**config.mk**
```make
export PLATFORM = sky130hd
export DESIGN_NAME = aud_slave_clkdet
export DESIGN_NICKNAME = d
export VERILOG_FILES = /design/src/rtl/sdet_pkg.sv /design/src/rtl/sdet_sync.sv /design/src/rtl/sdet_frame_meter.sv /design/src/rtl/sdet_classify.sv /design/src/rtl/sdet_lock.sv /design/src/rtl/aud_slave_clkdet.sv
export SDC_FILE = /design/constraint.sdc
export NUM_CORES = 1
export LEC_CHECK = 0
export ABC_AREA = 0
export BUFFER_PORTS_ARGS = -buffer_cell sky130_fd_sc_hd__buf_2
export CORE_AREA = 3 3 105 107
export CTS_CLUSTER_DIAMETER = 120
export DETAILED_ROUTE_END_ITERATION = 8
export DIE_AREA = 0 0 108 110
export HOLD_SLACK_MARGIN = 0.05
export PLACE_DENSITY = 0.81
export SLEW_MARGIN = 20
export SYNTH_ARGS = -nofsm -noshare
export SYNTH_HDL_FRONTEND = slang
export SYNTH_SLANG_ARGS = --single-unit
```
**constraint.sdc**
```tcl
create_clock -name clk -period 4.5 [get_ports clk]
set_input_delay 0 -clock clk [delete_from_list [all_inputs] [get_ports clk]]
set_output_delay 0 -clock clk [all_outputs]
set_load 0.005 [all_outputs]
```
**src/rtl/sdet_pkg.sv**
```systemverilog
package sdet_pkg;

  localparam int unsigned NUM_RATIOS = 6;
  localparam logic [2:0]  RID_NONE   = 3'd7;

  typedef struct packed {
    logic       dbl;
    logic [2:0] rid;
  } sdet_cls_t;

  // Ratio codes: even codes are 128 << (code/2), odd codes are 1.5x the even one below.
  function automatic int unsigned ratio_value(input logic [2:0] rid);
    int unsigned base;
    base = 32'd128 << rid[2:1];
    return rid[0] ? base + (base >> 1) : base;
  endfunction

  function automatic logic [2:0] match_ratio(input int unsigned cnt, input int unsigned tol);
    logic [2:0] found;
    found = RID_NONE;
    for (int k = NUM_RATIOS - 1; k >= 0; k--) begin
      int unsigned rv;
      rv = ratio_value(3'(k));
      if ((cnt + tol >= rv) && (cnt <= rv + tol)) found = 3'(k);
    end
    return found;
  endfunction

  // Odd codes (192, 384, 768) also accept the short bit-clock frame.
  function automatic logic sclk_legal(input logic [2:0] rid, input int unsigned n,
                                      input int unsigned n_full, input int unsigned n_short);
    return (n == n_full) || (rid[0] && (n == n_short));
  endfunction

  function automatic logic duty_legal(input int unsigned hi, input int unsigned tot);
    return (hi * 5 >= tot * 2) && (hi * 5 <= tot * 3);
  endfunction

endpackage

```
**src/rtl/sdet_sync.sv**
```systemverilog
module sdet_sync #(
  parameter int STAGES = 2
) (
  input  logic clk,
  input  logic rst_n,
  input  logic d,
  output logic lvl,
  output logic rise
);
  logic [STAGES-1:0] chain;
  logic              last;

  always_ff @(posedge clk) begin
    if (!rst_n) begin
      chain <= '0;
      last  <= 1'b0;
    end else begin
      chain <= {chain[STAGES-2:0], d};
      last  <= chain[STAGES-1];
    end
  end

  assign lvl  = chain[STAGES-1];
  assign rise = chain[STAGES-1] & ~last;
endmodule

```
**src/rtl/sdet_frame_meter.sv**
```systemverilog
module sdet_frame_meter #(
  parameter int CNT_W = 12,
  parameter int REF_W = 16
) (
  input  logic             clk,
  input  logic             rst_n,
  input  logic             mclk_rise,
  input  logic             sclk_rise,
  input  logic             lrck_lvl,
  input  logic             lrck_rise,
  output logic             frame_end,
  output logic [CNT_W-1:0] mclk_cnt,
  output logic [CNT_W-1:0] hi_cnt,
  output logic [CNT_W-1:0] sclk_cnt,
  output logic [REF_W-1:0] ref_cnt
);
  localparam logic [CNT_W-1:0] CNT_TOP = '1;
  localparam logic [REF_W-1:0] REF_TOP = '1;

  logic             armed;
  logic [CNT_W-1:0] mclk_c, hi_c, sclk_c;
  logic [REF_W-1:0] ref_c;

  always_ff @(posedge clk) begin
    if (!rst_n) begin
      armed  <= 1'b0;
      mclk_c <= '0;
      hi_c   <= '0;
      sclk_c <= '0;
      ref_c  <= '0;
    end else if (lrck_rise) begin
      // The edge that coincides with the boundary belongs to the new frame.
      armed  <= 1'b1;
      mclk_c <= CNT_W'(mclk_rise);
      hi_c   <= CNT_W'(mclk_rise);
      sclk_c <= CNT_W'(sclk_rise);
      ref_c  <= REF_W'(1);
    end else begin
      if (mclk_rise && mclk_c != CNT_TOP) mclk_c <= mclk_c + 1'b1;
      if (mclk_rise && lrck_lvl && hi_c != CNT_TOP) hi_c <= hi_c + 1'b1;
      if (sclk_rise && sclk_c != CNT_TOP) sclk_c <= sclk_c + 1'b1;
      if (ref_c != REF_TOP) ref_c <= ref_c + 1'b1;
    end
  end

  assign frame_end = lrck_rise & armed;
  assign mclk_cnt  = mclk_c;
  assign hi_cnt    = hi_c;
  assign sclk_cnt  = sclk_c;
  assign ref_cnt   = ref_c;
endmodule

```
**src/rtl/sdet_classify.sv**
```systemverilog
module sdet_classify
  import sdet_pkg::*;
#(
  parameter int CNT_W        = 12,
  parameter int REF_W        = 16,
  parameter int TOL          = 2,
  parameter int REF_DS_LIMIT = 1786,
  parameter int SCLK_FULL    = 64,
  parameter int SCLK_SHORT   = 48
) (
  input  logic [CNT_W-1:0] mclk_cnt,
  input  logic [CNT_W-1:0] hi_cnt,
  input  logic [CNT_W-1:0] sclk_cnt,
  input  logic [REF_W-1:0] ref_cnt,
  output logic             frame_valid,
  output logic             sclk_bad,
  output sdet_cls_t        cls
);
  logic [2:0] rid;
  logic       fast;

  always_comb begin
    rid         = match_ratio(int'(mclk_cnt), TOL);
    fast        = int'(ref_cnt) < REF_DS_LIMIT;
    frame_valid = (rid != RID_NONE) && duty_legal(int'(hi_cnt), int'(mclk_cnt));
    sclk_bad    = frame_valid && !sclk_legal(rid, int'(sclk_cnt), SCLK_FULL, SCLK_SHORT);
    cls.rid     = rid;
    unique case (rid)
      3'd0, 3'd1: cls.dbl = 1'b1;
      3'd2, 3'd3: cls.dbl = fast;
      default:    cls.dbl = 1'b0;
    endcase
  end
endmodule

```
**src/rtl/sdet_lock.sv**
```systemverilog
module sdet_lock
  import sdet_pkg::*;
#(
  parameter int LOCK_FRAMES = 3,
  parameter int DROP_FRAMES = 2
) (
  input  logic      clk,
  input  logic      rst_n,
  input  logic      frame_end,
  input  logic      frame_valid,
  input  logic      sclk_bad,
  input  sdet_cls_t cls,
  output logic      locked,
  output sdet_cls_t held,
  output logic      sclk_err
);
  localparam int RUN_W  = $clog2(LOCK_FRAMES + 1);
  localparam int MISS_W = $clog2(DROP_FRAMES + 1);

  logic [RUN_W-1:0]  run;
  logic [MISS_W-1:0] miss;
  sdet_cls_t         cand;
  logic              good;

  assign good = frame_valid && !sclk_bad;

  always_ff @(posedge clk) begin
    if (!rst_n) begin
      locked   <= 1'b0;
      sclk_err <= 1'b0;
      run      <= '0;
      miss     <= '0;
      cand     <= '0;
      held     <= '0;
    end else if (frame_end) begin
      sclk_err <= sclk_bad;
      if (sclk_bad) begin
        locked <= 1'b0;
        run    <= '0;
        miss   <= '0;
      end else if (locked) begin
        if (good && cls == held) begin
          miss <= '0;
        end else if (miss == MISS_W'(DROP_FRAMES - 1)) begin
          locked <= 1'b0;
          run    <= '0;
          miss   <= '0;
        end else begin
          miss <= miss + 1'b1;
        end
      end else if (good) begin
        if (run != '0 && cls == cand) begin
          if (run == RUN_W'(LOCK_FRAMES - 1)) begin
            locked <= 1'b1;
            held   <= cand;
            run    <= '0;
            miss   <= '0;
          end else begin
            run <= run + 1'b1;
          end
        end else begin
          cand <= cls;
          run  <= RUN_W'(1);
        end
      end else begin
        run <= '0;
      end
    end
  end
endmodule

```
**src/rtl/aud_slave_clkdet.sv**
```systemverilog
module aud_slave_clkdet
  import sdet_pkg::*;
#(
  parameter int SYNC_STAGES  = 2,
  parameter int CNT_W        = 12,
  parameter int REF_W        = 16,
  parameter int TOL          = 2,
  parameter int REF_DS_LIMIT = 1786,
  parameter int SCLK_FULL    = 64,
  parameter int SCLK_SHORT   = 48,
  parameter int LOCK_FRAMES  = 3,
  parameter int DROP_FRAMES  = 2
) (
  input  logic       clk,
  input  logic       rst_n,
  input  logic       mclk_in,
  input  logic       sclk_in,
  input  logic       lrck_in,
  output logic       locked,
  output logic       dbl_speed,
  output logic [2:0] ratio_id,
  output logic       sclk_err
);
  localparam int NUM_CLK_IN = 3;

  logic [NUM_CLK_IN-1:0] raw_in, sync_lvl, sync_rise;
  assign raw_in = {lrck_in, sclk_in, mclk_in};

  for (genvar g = 0; g < NUM_CLK_IN; g++) begin : g_sync
    sdet_sync #(.STAGES(SYNC_STAGES)) u_sync (
      .clk  (clk),
      .rst_n(rst_n),
      .d    (raw_in[g]),
      .lvl  (sync_lvl[g]),
      .rise (sync_rise[g])
    );
  end

  logic             frame_end;
  logic [CNT_W-1:0] mclk_cnt, hi_cnt, sclk_cnt;
  logic [REF_W-1:0] ref_cnt;

  sdet_frame_meter #(.CNT_W(CNT_W), .REF_W(REF_W)) u_meter (
    .clk      (clk),
    .rst_n    (rst_n),
    .mclk_rise(sync_rise[0]),
    .sclk_rise(sync_rise[1]),
    .lrck_lvl (sync_lvl[2]),
    .lrck_rise(sync_rise[2]),
    .frame_end(frame_end),
    .mclk_cnt (mclk_cnt),
    .hi_cnt   (hi_cnt),
    .sclk_cnt (sclk_cnt),
    .ref_cnt  (ref_cnt)
  );

  logic      frame_valid, sclk_bad;
  sdet_cls_t frame_cls, held_cls;

  sdet_classify #(
    .CNT_W(CNT_W), .REF_W(REF_W), .TOL(TOL), .REF_DS_LIMIT(REF_DS_LIMIT),
    .SCLK_FULL(SCLK_FULL), .SCLK_SHORT(SCLK_SHORT)
  ) u_classify (
    .mclk_cnt   (mclk_cnt),
    .hi_cnt     (hi_cnt),
    .sclk_cnt   (sclk_cnt),
    .ref_cnt    (ref_cnt),
    .frame_valid(frame_valid),
    .sclk_bad   (sclk_bad),
    .cls        (frame_cls)
  );

  sdet_lock #(.LOCK_FRAMES(LOCK_FRAMES), .DROP_FRAMES(DROP_FRAMES)) u_lock (
    .clk        (clk),
    .rst_n      (rst_n),
    .frame_end  (frame_end),
    .frame_valid(frame_valid),
    .sclk_bad   (sclk_bad),
    .cls        (frame_cls),
    .locked     (locked),
    .held       (held_cls),
    .sclk_err   (sclk_err)
  );

  assign dbl_speed = locked & held_cls.dbl;
  assign ratio_id  = locked ? held_cls.rid : RID_NONE;
endmodule

```
==> impl_metrics.toml, run 1 <==
[critical_path]
end_kind = "flip-flop"
start_kind = "flip-flop"
crit_top_cell = "buf_4"
path_cells = "buf_4 > ha_2 > o21ai_2 > a21boi_1 > o21ai_1 > a21oi_2 > o21ai_2 > a21oi_2 > o21ai_1 > nand2b_1 > xnor2_1 > ha_1 > buf_4 > a21oi_1 > a31o_4 > a21oi_4 > a31oi_4 > nand3_2 > or4b_4 > buf_4 > or2_1 > a21oi_1"
cp_slowest_cell = "or4b_4"
slowest_delay_ns = 0.57
r2r_cells = 22
required_ns = 4.77
path_max_fanout = 7
arrival_ns = 4.63
critical_path_class = "flip-flop to flip-flop"

[timing]
fin_tns_setup_ns = 0
worstMarginPinSlew_ns = 1.13
finalCriticalPeriod_ns = 4.36
report.final.slew_viol_count = 0
period_share = 0.968
finalSetupViolations = 0
hold_viol = 0
relSlewSlack = 0.242
fmax_mhz = 230
finClkSkew_ns = 0.00813

[grt]
grt_pass1_wl_um = 23300
grt_pass1_vias = 5112
grt.busiest_layer = "met2"
grt_use_met1 = 0.310
track_usage = 0.239
grt_overflow = 0
grt_max_degree = 38
antenna_found_initial = 0
met3_usage = 0.0379
met2_usage = 0.416

[cells_and_area]
drive_above_1_share = 0.156
nFillCells = 800
syn2layout_area_growth_pct = 15.1
nNetsFinal = 850
n_antenna_cell = 0
final_util = 0.661

[pwr]
p_comb_frac = 0.059
p_sw_frac = 0.242
cellLeakagePower_nw = 2.81
power_frac_seq = 0.530
power_density_nw_per_um2 = 191
power.internal_uw = 981
pwr-share-clk = 0.412
switchingPower_uw = 314
ir_worst_vdd_mv = 0.157

[logic_synthesis]
ys.flop_type = "dfxtp_1"
ys_seq_area_frac = 0.259
synth_mux_area_frac = 0.0173
synthSimpleGateAreaFrac = 0.265
synth.net_count = 798
synth-seq-cells = 76
synthAdderAreaFrac = 0.184
synth_top_family_by_area = "simple AND/OR/NAND/NOR gates"
yosys_warnings = 0
synthArstFlopShare = 0
synth_enable_flop_cells = 0
synth-compound-area-share = 0.158
synthCells = 708
netlist_area_um2 = 5870
synth.distinct_cells = 78
synthXorXnorAreaFrac = 0.0820
postSynthAreaPerCell_um2 = 8.30

[placed_design]
hpwlAfterDp_um = 10500
port_buffers = 10
gp_congestion = 0.954

[outcome]
outcome = "finished, final reports clean"

[cts]
clk_latency_ns = 0.34
clk_pin_slew_worst_paths_ns = 0.08
cts_sinks = 76
htreeDepth = 3
cts_root_buf = "clkbuf_8"
tritoncts = "built"
cts_max_path_buffers = 2
numCtsBuffers = 9

[drt]
routed_wl_um = 14300
drtIter0Drc = 454
vias = 5436
drc_errors = 0
wl_per_cell_um = 15.9
via_per_inst = 6.04
ant_nets = 0
dr.pass1.iters = 6

[min_path]
hold_depth = 3
hp-class = "primary input to flip-flop"

[die]
boundaryPins = 11
initial_core_util = 0.574
fp.coreArea_um2 = 10200
die_w_um = 108
rows = 37
chipHeight_um = 110
die-area_um2 = 11900

[run]
maxCapViolCount = 0
[through the flow]
step                hold WS, ns  cell area [µm²]  worst slack, ns  power, mW  instances
floorplan                 0.127             5880           0.0869      0.745        708
global placement          0.206             6250            0.111      0.762        868
detailed placement        0.209             6250           -0.240      0.765        868
CTS                       0.386             6550          0.00857       1.30        892
global route              0.397             6760          -0.0920       1.34        900
finish                    0.400             6760            0.143       1.29        900
[metal layers]
layer	wire [µm]	vias to the layer above
met5	0	-
met4	246	0
met3	631	21
met2	7040	134
met1	6410	2625
li1	-	2656
[state kept, by name, indices dropped and copies added, names as in the netlist]
name                 flops
u_meter.ref_cnt         16
u_lock.held              4
u_lock.locked            1
u_meter.armed            1
u_meter.mclk_cnt        12
u_lock.miss              2
g_sync.u_sync.chain      6
u_lock.sclk_err          1
u_meter.sclk_cnt        12
u_lock.cand              4
g_sync.u_sync.last       3
u_meter.hi_cnt          12
u_lock.run               2
[area by class of cell]
cell class	count	area (µm²)	area share
clock buffer	10	138	0.0204
clock inverter	5	60.1	0.00888
inverter	41	154	0.0228
multi-input combinational	578	4320	0.639
sequential	76	1530	0.226
tap	136	170	0.0252
timing repair buffer	54	390	0.0577
[repair_timing]
item | in CTS | in global routing
pin swaps | 2 | 24
setup endpoints to repair | 9 | 14
setup buffers | 5 | 8
hold buffers | 4 | 0
resized for setup | 12 | 39
hold endpoints to repair | 6 | 0
[worst max-delay path: cells and delay by family, from the launching register on]
kind            cells  cell delay (ns)
simple gates        4             0.98
buf+inv             3             0.48
xor+xnor            1             0.14
compound gates     12             1.77
flops               1             0.37
fa+ha+maj           2             0.52
[cell usage after synthesis, types with 6 or more instances]
library cell	instances	share of area
ha_1	83	0.18
o21ai_0	28	0.024
or3_1	12	0.013
o211ai_1	6	0.0077
xor2_1	26	0.039
nor2b_1	14	0.015
inv_1	40	0.026
dfxtp_1	76	0.26
nand3_1	29	0.025
a21oi_1	38	0.032
xnor2_1	29	0.043
nand2_1	48	0.031
nand2b_1	17	0.018
and2_1	14	0.015
nand4_1	28	0.030
clkbuf_1	10	0.0064
nor2_1	71	0.045
a211oi_1	6	0.0077
nor3_1	14	0.012
mux2i_1	9	0.015
a21o_1	9	0.012
a31oi_1	11	0.012
and3_1	6	0.0064
[worst paths after layout]
check / endpoint / start / slack (ns)
worst max-delay path: u_lock.cand[3] / u_meter.mclk_cnt[1] / 0.14
worst min-delay path: g_sync[1].u_sync.chain[0] / sclk_in / 0.40
worst max register to register: u_lock.cand[3] / u_meter.mclk_cnt[1] / 0.14
worst min register to register: g_sync[2].u_sync.chain[1] / g_sync[2].u_sync.chain[0] / 0.44
[kinds of logic (layout without fill, tap and decap cells)]
logic type | Yosys count | after routing
XOR/XNOR | 55 | 55
multiplexers | 10 | 10
adder cells (fa/ha/maj) | 85 | 85
flip-flops | 76 | 76
AND/OR/NAND/NOR | 288 | 288
buffers and inverters | 54 | 110
AO/OA/AOI/OAI | 140 | 140
[placed cells by master, fill, tap and decap left out, types with 24 or more instances in the layout]
master    n
xor2_1   24
nand3_1  27
nand2_1  48
nand4_1  28
dfxtp_1  72
xnor2_1  29
a21oi_1  31
buf_4    40
inv_1    38
ha_1     80
nor2_1   71
[power groups by stage]
| stage | registers (mW) | logic [mW] | clock network, mW |
|---|---|---|---|
| after CTS | 0.686 | 0.0677 | 0.544 |
| final | 0.686 | 0.0762 | 0.533 |
| after global routing | 0.687 | 0.0845 | 0.569 |
| after floorplan | 0.700 | 0.0442 | 0 |
| after detailed placement | 0.701 | 0.0637 | 0 |
| after global placement | 0.701 | 0.0615 | 0 |
Power figures use the tool's default switching activity.
==> run 2, diff against run 1 <==
Settings changed: CELL_PAD_IN_SITES_DETAIL_PLACEMENT set to 1, CELL_PAD_IN_SITES_GLOBAL_PLACEMENT set to 1, CORE_AREA 3 3 105 107 to 3 3 120 122, DIE_AREA 0 0 108 110 to 0 0 123 125.
==> impl_metrics.toml, run 2 (synthesized netlist as in run 1, its figures left out) <==
[timing]
hold_ws_ns = 0.0673
worstMarginPinSlew_ns = 0.840
finalSetupViolations = 0
fmax_mhz = 226
relSlewSlack = 0.435
rsz0062_at_grt = "true"
period_share = 0.981
hold_viol = 0
fin_tns_setup_ns = 0
finClkSkew_ns = 0.00800
finalCriticalPeriod_ns = 4.42
report.final.slew_viol_count = 0
fin_ws_ns = 0.0838

[drt]
drtIter0Drc = 251
routed_wl_um = 17200
ant_nets = 0
via_per_inst = 5.85
vias = 5489
drc_errors = 0
wl_per_cell_um = 18.4
dr.pass1.iters = 4

[placed_design]
gp_congestion = 0.872
place_inst = 914
hpwlAfterDp_um = 13000
dpl_worst_slack_ns = -0.258
port_buffers = 10

[critical_path]
end_kind = "flip-flop"
rrSetupSlack_ns = 0.08
start_kind = "flip-flop"
rr_endpoint = "u_lock.cand[2]"
arrival_ns = 4.69
path_max_fanout = 5
required_ns = 4.78
r2r_start = "u_meter.mclk_cnt[2]"
r2r_cells = 21
critical_path_class = "flip-flop to flip-flop"

[grt]
grt_max_degree = 36
antenna_found_initial = 0
track_usage = 0.223
grt_overflow = 0
grt_pass1_wl_um = 28000
grt_pass1_vias = 5757

[cts]
htreeDepth = 3
tritoncts = "built"
numCtsBuffers = 9
cts_sinks = 76
clk_latency_ns = 0.35
cts_root_buf = "clkbuf_16"
cts_max_path_buffers = 2
clk_pin_slew_worst_paths_ns = 0.07

[cells_and_area]
layout.cells.non_filler = 939
syn2layout_area_growth_pct = 18.1
layout_common_cells = "ha_1, dfxtp_1, nor2_1"
largest_reg_flops = 16
drive_above_1_share = 0.160
nNetsFinal = 848
nFillCells = 1557
n_antenna_cell = 0
layout_commonest_cell = "ha_1"

[min_path]
hp-start = "rst_n"
hold_depth = 2
hp-class = "primary input to flip-flop"
holdPathEnd = "u_lock.miss[1]"

[die]
die-area_um2 = 15400
initial_core_util = 0.442
fp.coreArea_um2 = 13300
boundaryPins = 11
die_w_um = 123
rows = 42
chipHeight_um = 125

[pwr]
ir_worst_vdd_mv = 0.217
cellLeakagePower_nw = 2.85
power_density_nw_per_um2 = 218

[outcome]
outcome = "finished, final reports clean"

[run]
maxCapViolCount = 0
-- run 2: cell count changes in the layout (fill, tap and decap cells not counted), moves of 2 or more --
cell       previous run  this run
a21oi_1              31        29
inv_6                 1         3
buf_4                40        38
clkbuf_8             10         0
o21ai_1               7         5
clkbuf_16             0         9
a21oi_2               7        10
-- run 2: per-layer routing --
| layer | share of wire | global-route usage |
|---|---|---|
| met4 | 0.027 | 0.0893 |
| met1 | 0.43 | 0.269 |
| met2 | 0.51 | 0.385 |
| met5 | 0 | 0 |
| met3 | 0.032 | 0.0429 |
-- run 2: worst max-delay path by stage --
stage          slack, ns              to                 from  depth (start not counted)
2_1_floorplan       0.09  u_lock.cand[2]  u_meter.mclk_cnt[1]                         23
3_3_place_gp        0.08  u_lock.cand[3]  u_meter.mclk_cnt[1]                         23
3_5_place_dp       -0.26  u_lock.cand[3]  u_meter.mclk_cnt[1]                         23
4_1_cts             0.02  u_lock.miss[0]    u_meter.hi_cnt[3]                         18
5_1_grt            -0.17  u_lock.cand[0]  u_meter.mclk_cnt[2]                         22
6_report            0.08  u_lock.cand[2]  u_meter.mclk_cnt[2]                         21
-- run 2: cell type report --
type | count | area (µm²) | area share
Sequential cell | 76 | 1530 | 0.220
Timing Repair Buffer | 52 | 377 | 0.0543
Clock inverter | 7 | 80.1 | 0.0115
Clock buffer | 9 | 225 | 0.0325
Inverter | 41 | 154 | 0.0222
Tap cell | 176 | 220 | 0.0317
Multi-Input combinational cell | 578 | 4350 | 0.628
-- run 2: where the power goes --
part           switching (mW)  total [mW]  internal (mW)
clock                   0.314       0.752          0.438
combinational          0.0470      0.0747         0.0277
sequential            0.00692       0.687          0.680
-- run 2: worst max-delay path, cell delays in order, from the launching register on --
cell      delay [ns]
dfxtp_1         0.34
inv_2           0.06
ha_1            0.32
nor2b_2         0.17
o21ai_2         0.18
a21oi_2         0.09
o21ai_2         0.19
a21oi_2         0.09
o21ai_1         0.14
nand2b_1        0.10
a21o_1          0.19
a21o_1          0.20
xnor2_1         0.13
ha_1            0.31
nand3_2         0.09
nor4_2          0.20
a21oi_2         0.08
a31oi_2         0.23
nand3_2         0.11
or4b_4          0.60
or3_4           0.39
a21oi_2         0.12
-- run 2: repair_timing --
| item | 4_1_cts | 5_1_grt |
|---|---|---|
| endpoints found under the hold margin | 3 | 0 |
| endpoints found under the setup margin | 11 | 13 |
| pin swaps | 5 | 29 |
| hold buffers | 3 | 0 |
| resized for setup | 8 | 44 |
| buffers inserted | 1 | 5 |
-- run 2: metrics by stage --
stage	util	area, µm²	total power, mW
after floorplan	-	5880	0.745
after global placement	0.477	6340	0.766
after detailed placement	0.477	6340	0.770
after CTS	0.504	6700	1.53
after global routing	0.522	6940	1.57
final	0.522	6940	1.51
